File: src/rtl/asc_pkg.sv
package asc_pkg;

  typedef enum logic [2:0] {
    PH_IDLE,
    PH_TURN,
    PH_SETUP,
    PH_STROBE,
    PH_HOLD
  } phase_e;

  // Control-to-datapath strobes
  typedef struct packed {
    logic latchReq;   // capture a new request this cycle
    logic writeOp;    // direction of the access in flight
    logic upperHalf;  // second halfword of a 16-bit word
    logic busy;       // setup, strobe or hold phase
    logic rdStrobe;   // read strobe phase
    logic wrStrobe;   // write strobe phase
    logic capture;    // last read strobe cycle: sample the bus
    logic finish;     // last hold cycle of a word
  } ctrl_strobe_t;

endpackage

File: src/rtl/asc_ctrl.sv
module asc_ctrl
  import asc_pkg::*;
#(
  parameter int TIME_W = 4,
  parameter int TURN_W = 4
) (
  input  logic              clk,
  input  logic              rstN,
  input  logic              reqValid,
  input  logic              reqWrite,
  input  logic              cfgBus16,
  input  logic [TIME_W-1:0] cfgRdSetup,
  input  logic [TIME_W-1:0] cfgRdStrobe,
  input  logic [TIME_W-1:0] cfgRdHold,
  input  logic [TIME_W-1:0] cfgWrSetup,
  input  logic [TIME_W-1:0] cfgWrStrobe,
  input  logic [TIME_W-1:0] cfgWrHold,
  input  logic [TURN_W-1:0] cfgTurn,
  output logic              reqReady,
  output ctrl_strobe_t      ctl
);

  localparam int CNT_W = (TIME_W > TURN_W) ? TIME_W : TURN_W;

  phase_e           phase;
  logic [CNT_W-1:0] cnt;
  logic             opWrite;
  logic             upper;
  logic             seenAccess;

  logic [TIME_W-1:0] setupLen, strobeLen, holdLen, newSetup;
  logic phaseDone, lastHold, accept, needTurn;

  always_comb begin
    setupLen  = opWrite  ? cfgWrSetup  : cfgRdSetup;
    strobeLen = opWrite  ? cfgWrStrobe : cfgRdStrobe;
    holdLen   = opWrite  ? cfgWrHold   : cfgRdHold;
    newSetup  = reqWrite ? cfgWrSetup  : cfgRdSetup;
  end

  assign phaseDone = (cnt == '0);
  assign lastHold  = (phase == PH_HOLD) && phaseDone && (!cfgBus16 || upper);
  assign reqReady  = (phase == PH_IDLE) || lastHold;
  assign accept    = reqValid && reqReady;
  assign needTurn  = seenAccess && (reqWrite != opWrite);

  always_ff @(posedge clk or negedge rstN) begin
    if (!rstN) begin
      phase      <= PH_IDLE;
      cnt        <= '0;
      opWrite    <= 1'b0;
      upper      <= 1'b0;
      seenAccess <= 1'b0;
    end else if (accept) begin
      opWrite    <= reqWrite;
      seenAccess <= 1'b1;
      upper      <= 1'b0;
      if (needTurn) begin
        phase <= PH_TURN;
        cnt   <= CNT_W'(cfgTurn);
      end else begin
        phase <= PH_SETUP;
        cnt   <= CNT_W'(newSetup);
      end
    end else begin
      case (phase)
        PH_TURN: begin
          if (phaseDone) begin
            phase <= PH_SETUP;
            cnt   <= CNT_W'(setupLen);
          end else begin
            cnt <= cnt - 1'b1;
          end
        end
        PH_SETUP: begin
          if (phaseDone) begin
            phase <= PH_STROBE;
            cnt   <= CNT_W'(strobeLen);
          end else begin
            cnt <= cnt - 1'b1;
          end
        end
        PH_STROBE: begin
          if (phaseDone) begin
            phase <= PH_HOLD;
            cnt   <= CNT_W'(holdLen);
          end else begin
            cnt <= cnt - 1'b1;
          end
        end
        PH_HOLD: begin
          if (phaseDone) begin
            if (cfgBus16 && !upper) begin
              upper <= 1'b1;
              phase <= PH_SETUP;
              cnt   <= CNT_W'(setupLen);
            end else begin
              phase <= PH_IDLE;
            end
          end else begin
            cnt <= cnt - 1'b1;
          end
        end
        default: phase <= PH_IDLE;
      endcase
    end
  end

  always_comb begin
    ctl           = '0;
    ctl.latchReq  = accept;
    ctl.writeOp   = opWrite;
    ctl.upperHalf = upper;
    ctl.busy      = (phase == PH_SETUP) || (phase == PH_STROBE) || (phase == PH_HOLD);
    ctl.rdStrobe  = (phase == PH_STROBE) && !opWrite;
    ctl.wrStrobe  = (phase == PH_STROBE) && opWrite;
    ctl.capture   = (phase == PH_STROBE) && !opWrite && phaseDone;
    ctl.finish    = lastHold;
  end

endmodule

File: src/rtl/asc_datapath.sv
module asc_datapath
  import asc_pkg::*;
#(
  parameter int ADDR_W = 20,
  parameter int DATA_W = 32
) (
  input  logic              clk,
  input  logic              rstN,
  input  ctrl_strobe_t      ctl,
  input  logic              cfgBus16,
  input  logic              cfgStrobeSel,
  input  logic [ADDR_W-1:0] reqAddr,
  input  logic [DATA_W-1:0] reqWdata,
  input  logic [DATA_W-1:0] memDataIn,
  output logic [ADDR_W:0]   memAddr,
  output logic [DATA_W-1:0] memDataOut,
  output logic              memDataOe,
  output logic              memCsN,
  output logic              memOeN,
  output logic              memWeN,
  output logic              rspValid,
  output logic [DATA_W-1:0] rspRdata
);

  localparam int HALF_W = DATA_W / 2;

  logic [ADDR_W-1:0] addrQ;
  logic [DATA_W-1:0] wdataQ;
  logic [DATA_W-1:0] rdataQ;
  logic              rspQ;
  logic              halfSel;

  assign halfSel = cfgBus16 && ctl.upperHalf;

  always_ff @(posedge clk or negedge rstN) begin
    if (!rstN) begin
      addrQ  <= '0;
      wdataQ <= '0;
      rdataQ <= '0;
      rspQ   <= 1'b0;
    end else begin
      rspQ <= ctl.finish;
      if (ctl.latchReq) begin
        addrQ  <= reqAddr;
        wdataQ <= reqWdata;
      end
      if (ctl.capture) begin
        if (!cfgBus16) begin
          rdataQ <= memDataIn;
        end else if (ctl.upperHalf) begin
          rdataQ[DATA_W-1:HALF_W] <= memDataIn[HALF_W-1:0];
        end else begin
          rdataQ[HALF_W-1:0] <= memDataIn[HALF_W-1:0];
        end
      end
    end
  end

  always_comb begin
    memAddr = {addrQ, halfSel};
    if (!cfgBus16) begin
      memDataOut = wdataQ;
    end else if (ctl.upperHalf) begin
      memDataOut = {{HALF_W{1'b0}}, wdataQ[DATA_W-1:HALF_W]};
    end else begin
      memDataOut = {{HALF_W{1'b0}}, wdataQ[HALF_W-1:0]};
    end
    memDataOe = ctl.busy && ctl.writeOp;
    memOeN    = !ctl.rdStrobe;
    memWeN    = !ctl.wrStrobe;
    memCsN    = cfgStrobeSel ? !(ctl.rdStrobe || ctl.wrStrobe) : !ctl.busy;
  end

  assign rspValid = rspQ;
  assign rspRdata = rdataQ;

endmodule

File: src/rtl/async_strobe_ctrl.sv
module async_strobe_ctrl
  import asc_pkg::*;
#(
  parameter int ADDR_W = 20,
  parameter int DATA_W = 32,
  parameter int TIME_W = 4,
  parameter int TURN_W = 4
) (
  input  logic              clk,
  input  logic              rstN,
  input  logic              reqValid,
  output logic              reqReady,
  input  logic              reqWrite,
  input  logic [ADDR_W-1:0] reqAddr,
  input  logic [DATA_W-1:0] reqWdata,
  output logic              rspValid,
  output logic [DATA_W-1:0] rspRdata,
  input  logic              cfgBus16,
  input  logic              cfgStrobeSel,
  input  logic [TIME_W-1:0] cfgRdSetup,
  input  logic [TIME_W-1:0] cfgRdStrobe,
  input  logic [TIME_W-1:0] cfgRdHold,
  input  logic [TIME_W-1:0] cfgWrSetup,
  input  logic [TIME_W-1:0] cfgWrStrobe,
  input  logic [TIME_W-1:0] cfgWrHold,
  input  logic [TURN_W-1:0] cfgTurn,
  output logic [ADDR_W:0]   memAddr,
  output logic [DATA_W-1:0] memDataOut,
  input  logic [DATA_W-1:0] memDataIn,
  output logic              memDataOe,
  output logic              memCsN,
  output logic              memOeN,
  output logic              memWeN
);

  ctrl_strobe_t ctl;

  asc_ctrl #(
    .TIME_W(TIME_W),
    .TURN_W(TURN_W)
  ) u_ctrl (
    .clk        (clk),
    .rstN       (rstN),
    .reqValid   (reqValid),
    .reqWrite   (reqWrite),
    .cfgBus16   (cfgBus16),
    .cfgRdSetup (cfgRdSetup),
    .cfgRdStrobe(cfgRdStrobe),
    .cfgRdHold  (cfgRdHold),
    .cfgWrSetup (cfgWrSetup),
    .cfgWrStrobe(cfgWrStrobe),
    .cfgWrHold  (cfgWrHold),
    .cfgTurn    (cfgTurn),
    .reqReady   (reqReady),
    .ctl        (ctl)
  );

  asc_datapath #(
    .ADDR_W(ADDR_W),
    .DATA_W(DATA_W)
  ) u_datapath (
    .clk         (clk),
    .rstN        (rstN),
    .ctl         (ctl),
    .cfgBus16    (cfgBus16),
    .cfgStrobeSel(cfgStrobeSel),
    .reqAddr     (reqAddr),
    .reqWdata    (reqWdata),
    .memDataIn   (memDataIn),
    .memAddr     (memAddr),
    .memDataOut  (memDataOut),
    .memDataOe   (memDataOe),
    .memCsN      (memCsN),
    .memOeN      (memOeN),
    .memWeN      (memWeN),
    .rspValid    (rspValid),
    .rspRdata    (rspRdata)
  );

endmodule

File: config.mk
export PLATFORM = sky130hd
export DESIGN_NAME = async_strobe_ctrl
export DESIGN_NICKNAME = d
export VERILOG_FILES = /design/src/rtl/asc_pkg.sv /design/src/rtl/asc_ctrl.sv /design/src/rtl/asc_datapath.sv /design/src/rtl/async_strobe_ctrl.sv
export SDC_FILE = /design/constraint.sdc
export NUM_CORES = 1
export LEC_CHECK = 0
export CAP_MARGIN = 20
export CELL_PAD_IN_SITES_DETAIL_PLACEMENT = 1
export CELL_PAD_IN_SITES_GLOBAL_PLACEMENT = 1
export CORE_ASPECT_RATIO = 1.25
export CORE_MARGIN = 2
export CORE_UTILIZATION = 29
export DETAILED_ROUTE_END_ITERATION = 16
export PLACE_DENSITY_LB_ADDON = 0.2
export SLEW_MARGIN = 10
export SYNTH_ARGS = -nofsm -noshare
export SYNTH_HDL_FRONTEND = slang
export SYNTH_HIERARCHICAL = 1
export SYNTH_SLANG_ARGS = --single-unit
File: constraint.sdc
create_clock -name clk -period 2.3 [get_ports clk]
set_input_delay 0.345 -clock clk [delete_from_list [all_inputs] [get_ports clk]]
set_output_delay 0.345 -clock clk [all_outputs]
set_load 0.02 [all_outputs]
After elaboration in Yosys (flattened, before gate mapping)
Index checks and enable logic that the tools add are counted.
{"block": "op_classes", "n_reduce_logical": 33, "shifts": 0, "n_mux": 30, "n_eq_ne": 12, "add_sub_neg": 1, "mul": 0, "order_cmp": 0, "div_mod_pow": 0, "n_bitwise": 0}
{"operator": "two-way mux 32 bit", "count": 2}
{"operator": "two-way mux 16 bit", "count": 3}
{"operator": "two-way mux 4 bit", "count": 11}
{"operator": "one-hot mux 4 bit (4 select lines)", "count": 1}
{"operator": "two-way mux 3 bit", "count": 5}
{"operator": "!= test 3 x 1 -> 1 bit (second input constant)", "count": 4}
{"operator": "one-hot mux 3 bit (4 select lines)", "count": 1}
{"operator": "logical AND 1 bit", "count": 10}
{"operator": "zero test 1 bit", "count": 7}
{"operator": "equality test 3 x 2 -> 1 bit (second input constant)", "count": 2}
{"operator": "AND reduction 2 bit", "count": 3}
{"operator": "nonzero test 2 bit", "count": 3}
{"operator": "logical OR 1 bit", "count": 5}
{"operator": "two-way mux 1 bit", "count": 5}
{"operator": "nonzero test 5 bit", "count": 1}
{"operator": "zero test 4 bit", "count": 1}
{"operator": "two-way mux 2 bit", "count": 2}
{"operator": "!= test 4 bit (second input constant)", "count": 1}
{"operator": "AND reduction 4 bit", "count": 1}
{"operator": "subtractor 4 x 1 -> 4 bit (second input constant)", "count": 1}
{"operator": "equality test 3 x 1 -> 1 bit (second input constant)", "count": 1}
{"operator": "equality test 3 bit (second input constant)", "count": 1}
{"operator": "zero test 3 bit", "count": 1}
{"operator": "AND reduction 3 bit", "count": 1}
{"operator": "other kinds (3)", "count": 3}
{"block": "word_totals", "in_bits": 118, "regBits": 95, "ramBits": 0, "mem_bits_ro": 0, "memories": 0, "elab_cells": 86, "out_inout_bits": 91, "latchBits": 0}

Longest topological paths before layout
{"block": "depth", "depth_word": 7, "ltp_mapped": 10, "depth_no_buf": 7}

By module
The synthesis kept the hierarchy.
{"module": "asc_datapath", "n_inst": 1, "seq_area_each_um2": 2127.0, "cells_per_inst": 268, "area_per_inst_um2": 3692.3}
{"module": "asc_ctrl", "n_inst": 1, "seq_area_each_um2": 250.2, "cells_per_inst": 122, "area_per_inst_um2": 1051.0}

Worst setup path after synthesis
No wires, ideal clock.
{"block": "synth_timing", "path_type": "reg-to-reg", "from": "register u_ctrl.cnt[0]", "to": "register u_datapath.rdataQ[10] (netlist: u_datapath/rspRdata[10])", "setup_time_ns": 0.125, "arrival_ns": 2.250, "path_buffers": 2, "synth_period_minus_slack_ns": 2.375, "path_stages_with_launch": 10, "setup_slack_ns": -0.075, "required_time_ns": 2.175, "cell_sequence": "dfrtp_1 -> inv_1 -> ha_1 -> or3b_1 -> buf_6 -> nor3_1 -> inv_1 -> a21oi_4 -> buf_8 -> mux2_4"}
{"element": "start, declared", "line": "asc_ctrl.sv:26", "rtl": "logic [CNT_W-1:0] cnt;"}
{"element": "start signal, assigned", "line": "asc_ctrl.sv:60", "rtl": "cnt <= CNT_W'(cfgTurn);"}
{"element": "start signal, assigned", "line": "asc_ctrl.sv:63", "rtl": "cnt <= CNT_W'(newSetup);"}
{"element": "start signal, assigned", "line": "asc_ctrl.sv:70", "rtl": "cnt <= CNT_W'(setupLen);"}
{"element": "end signal, assigned", "line": "asc_datapath.sv:49", "rtl": "rdataQ <= memDataIn;"}
{"element": "end signal, assigned by index", "line": "asc_datapath.sv:51", "rtl": "rdataQ[DATA_W-1:HALF_W] <= memDataIn[HALF_W-1:0];"}
{"element": "end signal, assigned by index", "line": "asc_datapath.sv:53", "rtl": "rdataQ[HALF_W-1:0] <= memDataIn[HALF_W-1:0];"}
{"element": "end, declared", "line": "asc_datapath.sv:29", "rtl": "logic [DATA_W-1:0] rdataQ;"}

Worst setup path after layout
{"block": "layout_timing", "from": "register u_ctrl.cnt[1]", "to": "register u_ctrl.cnt[1]"}
{"block": "layout_via", "elab_chain_len": 7, "elab_cells_between_ends": 15, "cone_classes": "1 x add/sub; 1 x eq/ne; 6 x mux; 7 x reduce/logical"}
{"element": "parallel branches: the longest is 7 deep, another holds subtractor 4 x 1 -> 4 bit"}
Parallel ways; which one is timed is not known.
A chain may end at the register's enable or synchronous reset.

==> qor.txt <==
outcome -> finished clean
YS warnings -> 6
vias per cell -> 4.84
Worst Slack Setup Final -> 137 ps
final setup vio count -> 0
worst skew pair latency -> 350 ps
CTS Root Cell -> clkbuf_16
register bit total from synthesis -> 95
drt initial violations -> 127
Sw Ratio -> 0.367
I/O Buffers -> 208
commonest non-fill, non-tap cell in the layout -> clkdlybuf4s50_1
Hold Crit Class -> in -> async
Top FF cell, synth -> dfrtp_1
Syn Std Cell Area -> 0.00474 mm²
Power Density -> 1180 mW/mm²
ratio of cells with drive above 1 in the final layout -> 0.227
dpl hpwl -> 11000 µm
worst-path fanout max -> 9
RD Place Congestion -> 0.759
pre-CTS setup slack -> 8.96 ps
Req. time, crit path -> 2530 ps
Site Rows -> 52
post-DR wirelength/cell -> 18.2 µm
drc violations -> 0
first-pass GRT wire length -> 23800 µm
Setup TNS Final -> 0 ps
Critical Path Sink Type -> flip-flop
pins over their slew limit -> 0
max_cap viols -> 0
r2r worst-path depth -> 7
postcts setup bufs -> 0
critical path endpoint -> u_ctrl/cnt[1]
Post-CTS Hold Buffers -> 0
Max Freq -> 462 MHz
Worst VDD drop -> 0.596 mV
Reg power frac -> 0.328
total die area -> 0.0174 mm²
vias in the first global route -> 4474
Slew Limit Headroom -> 0.648
pin count of the biggest net entering global routing -> 96
crit path time final -> 2160 ps
Leakage Power -> 3.02 nW
clock sink count -> 95
DRT Pass-1 Iters -> 4
clock power share -> 0.162
crit path DAT -> 2390 ps
Post-synth EDFFs -> 0
crit start category -> flip-flop
Worst-path clk slew -> 70 ps
htree depth -> 3
total internal power -> 0.00552 W
Tot Pwr -> 0.00872 W
Mapped Nets -> 510
CTS tree -> done
worst reg-to-reg setup slack -> 140 ps
Routed Antenna Nets -> 0
sequential share of the synthesized area -> 0.501
global-route usage over all layers -> 0.173
crit path launch -> u_ctrl/cnt[1]
post-route clock period utilization -> 0.940
Initial Util -> 0.294
synthesis-to-finish area growth -> 56.2%
Die X-Extent -> 118 µm
commonest non-fill, non-tap cells in the layout -> 185 x clkdlybuf4s50_1, 95 x dfrtp_1, 77 x mux2_2
number of distinct library cells after synthesis -> 45
net load switching power -> 0.00320 W
total gr overflow -> 0
Hold Fails Final Rpt -> 0
area of the core -> 0.0161 mm²
Post-Syn Instances -> 390
r2r startpoint -> u_ctrl/cnt[1]
kind of critical path -> reg -> reg
TritonCTS Buffers -> 9
Least-Margin Pin Slew -> 528 ps
Die Y -> 147 µm
number of antenna violations at the first check in global routing -> 1
NumNets Final -> 720
Vias -> 3974
RSZ-0062 raised after global routing -> no
Comb pwr share -> 0.510
hold slack -> 36.0 ps
Synth async-reset ratio -> 1.00
Final Util -> 0.459
syn_area_per_cell -> 12.2 µm²
Max Root-Sink Buffers -> 2
I/O Pins -> 209
Clock Skews -> 9.43 ps
Critical R2R Capture -> u_ctrl/cnt[1]
Routed WL -> 14900 µm
power groups by stage:
| stage | Combinational, W | Sequential [W] | Clock, W |
|---|---|---|---|
| after floorplan | 0.00222 | 0.00318 | 0 |
| after global placement | 0.00452 | 0.00286 | 0 |
| after detailed placement | 0.00458 | 0.00290 | 0 |
| after CTS | 0.00447 | 0.00287 | 0.00146 |
| after global routing | 0.00475 | 0.00298 | 0.00153 |
| final | 0.00444 | 0.00286 | 0.00141 |
critical path, cell delays in order (launching register included):
cell and delay, ps:
dfrtp_1 400, inv_1 100, ha_1 190, or3b_4 410, buf_4 190, o311ai_4 360
a21oi_1 70, a221o_1 330
cell type report:
cell class                      instances  area, µm²
Clock buffer                           10        229
Sequential cell                        95       2380
Fill cell                            1791       8730
Timing Repair Buffer                  231       2300
Inverter                                9       33.8
Clock inverter                          5       41.3
Tap cell                              216        270
Multi-Input combinational cell        254       2160
Antenna cell                            1       2.50
Yosys cell counts, types with 2 or more instances:
| cell | n | area [µm²] |
|---|---|---|
| a211oi_1 | 2 | 15.0 |
| a21oi_1 | 22 | 110 |
| a221o_1 | 2 | 20.0 |
| a221oi_1 | 3 | 26.3 |
| and3_1 | 2 | 12.5 |
| buf_2 | 20 | 100 |
| buf_4 | 5 | 37.5 |
| buf_6 | 2 | 22.5 |
| clkbuf_1 | 4 | 15.0 |
| dfrtp_1 | 95 | 2380 |
| ha_1 | 2 | 25.0 |
| inv_1 | 9 | 33.8 |
| mux2_2 | 77 | 867 |
| mux2_4 | 10 | 150 |
| mux2i_1 | 9 | 90.1 |
| mux4_2 | 2 | 45.0 |
| nand2_1 | 11 | 41.3 |
| nand2b_1 | 7 | 43.8 |
| nand3_1 | 2 | 10.0 |
| nand3b_1 | 2 | 15.0 |
| nor2_1 | 9 | 33.8 |
| nor2b_1 | 20 | 125 |
| nor3_1 | 7 | 35.0 |
| o211ai_1 | 2 | 15.0 |
| o21ai_0 | 5 | 25.0 |
| o22ai_1 | 34 | 213 |
| o32ai_1 | 3 | 26.3 |
| or3_1 | 3 | 18.8 |
| or3b_1 | 2 | 17.5 |
| xnor2_1 | 2 | 17.5 |
layer usage:
| layer | wire length (µm) | vias to the layer above | global-route usage |
|---|---|---|---|
| li1 | - | 1848 | - |
| met1 | 5730 | 2007 | 0.190 |
| met2 | 7940 | 103 | 0.308 |
| met3 | 989 | 16 | 0.0567 |
| met4 | 275 | 0 | 0.0661 |
| met5 | 0 | - | 0 |
stage by stage:
step | std cells | cell area (µm²)
3_5_place_dp | 804 | 7120
6_report | 821 | 7410
2_1_floorplan | 390 | 4750
5_1_grt | 821 | 7410
4_1_cts | 819 | 7360
3_3_place_gp | 804 | 7120
worst min path at each step:
| stage | from | endpoint | slack [ps] | depth (start not counted) |
|---|---|---|---|---|
| 3_5_place_dp | rstN | u_datapath/wdataQ[23] | 450 | 2 |
| 3_3_place_gp | rstN | u_datapath/wdataQ[23] | 440 | 2 |
| 4_1_cts | rstN | u_datapath/wdataQ[23] | 70 | 2 |
| 5_1_grt | rstN | u_datapath/wdataQ[23] | 70 | 2 |
| 2_1_floorplan | rstN | u_ctrl/cnt[0] | 50 | 0 |
| 6_report | rstN | u_datapath/wdataQ[23] | 40 | 2 |
flip-flops by register name (all words and copies together) (netlist names):
name                 cells
u_ctrl/cnt               4
u_ctrl/upper             1
u_datapath/rspValid      1
u_ctrl/seenAccess        1
u_ctrl/phase             3
u_datapath/addrQ        20
u_ctrl/opWrite           1
u_datapath/wdataQ       32
u_datapath/rspRdata     32
cell families (layout without fill, tap and decap cells):
logic type	Yosys count	count (layout)	synth area share
compound gates	82	82	0.116
xor+xnor	3	3	0.00554
fa+ha+maj	2	2	0.00527
buf+inv	41	255	0.0472
flops	95	95	0.501
mux	98	98	0.243
other cells	0	1	0
simple gates	69	69	0.0818
what timing repair did:
action / CTS / global route
resized for setup: 19 / 9
pin swaps: 1 / 0
setup endpoints to repair: 20 / 49
cloned: 0 / 1
No activity file was read; power rests on OpenSTA's default activity.
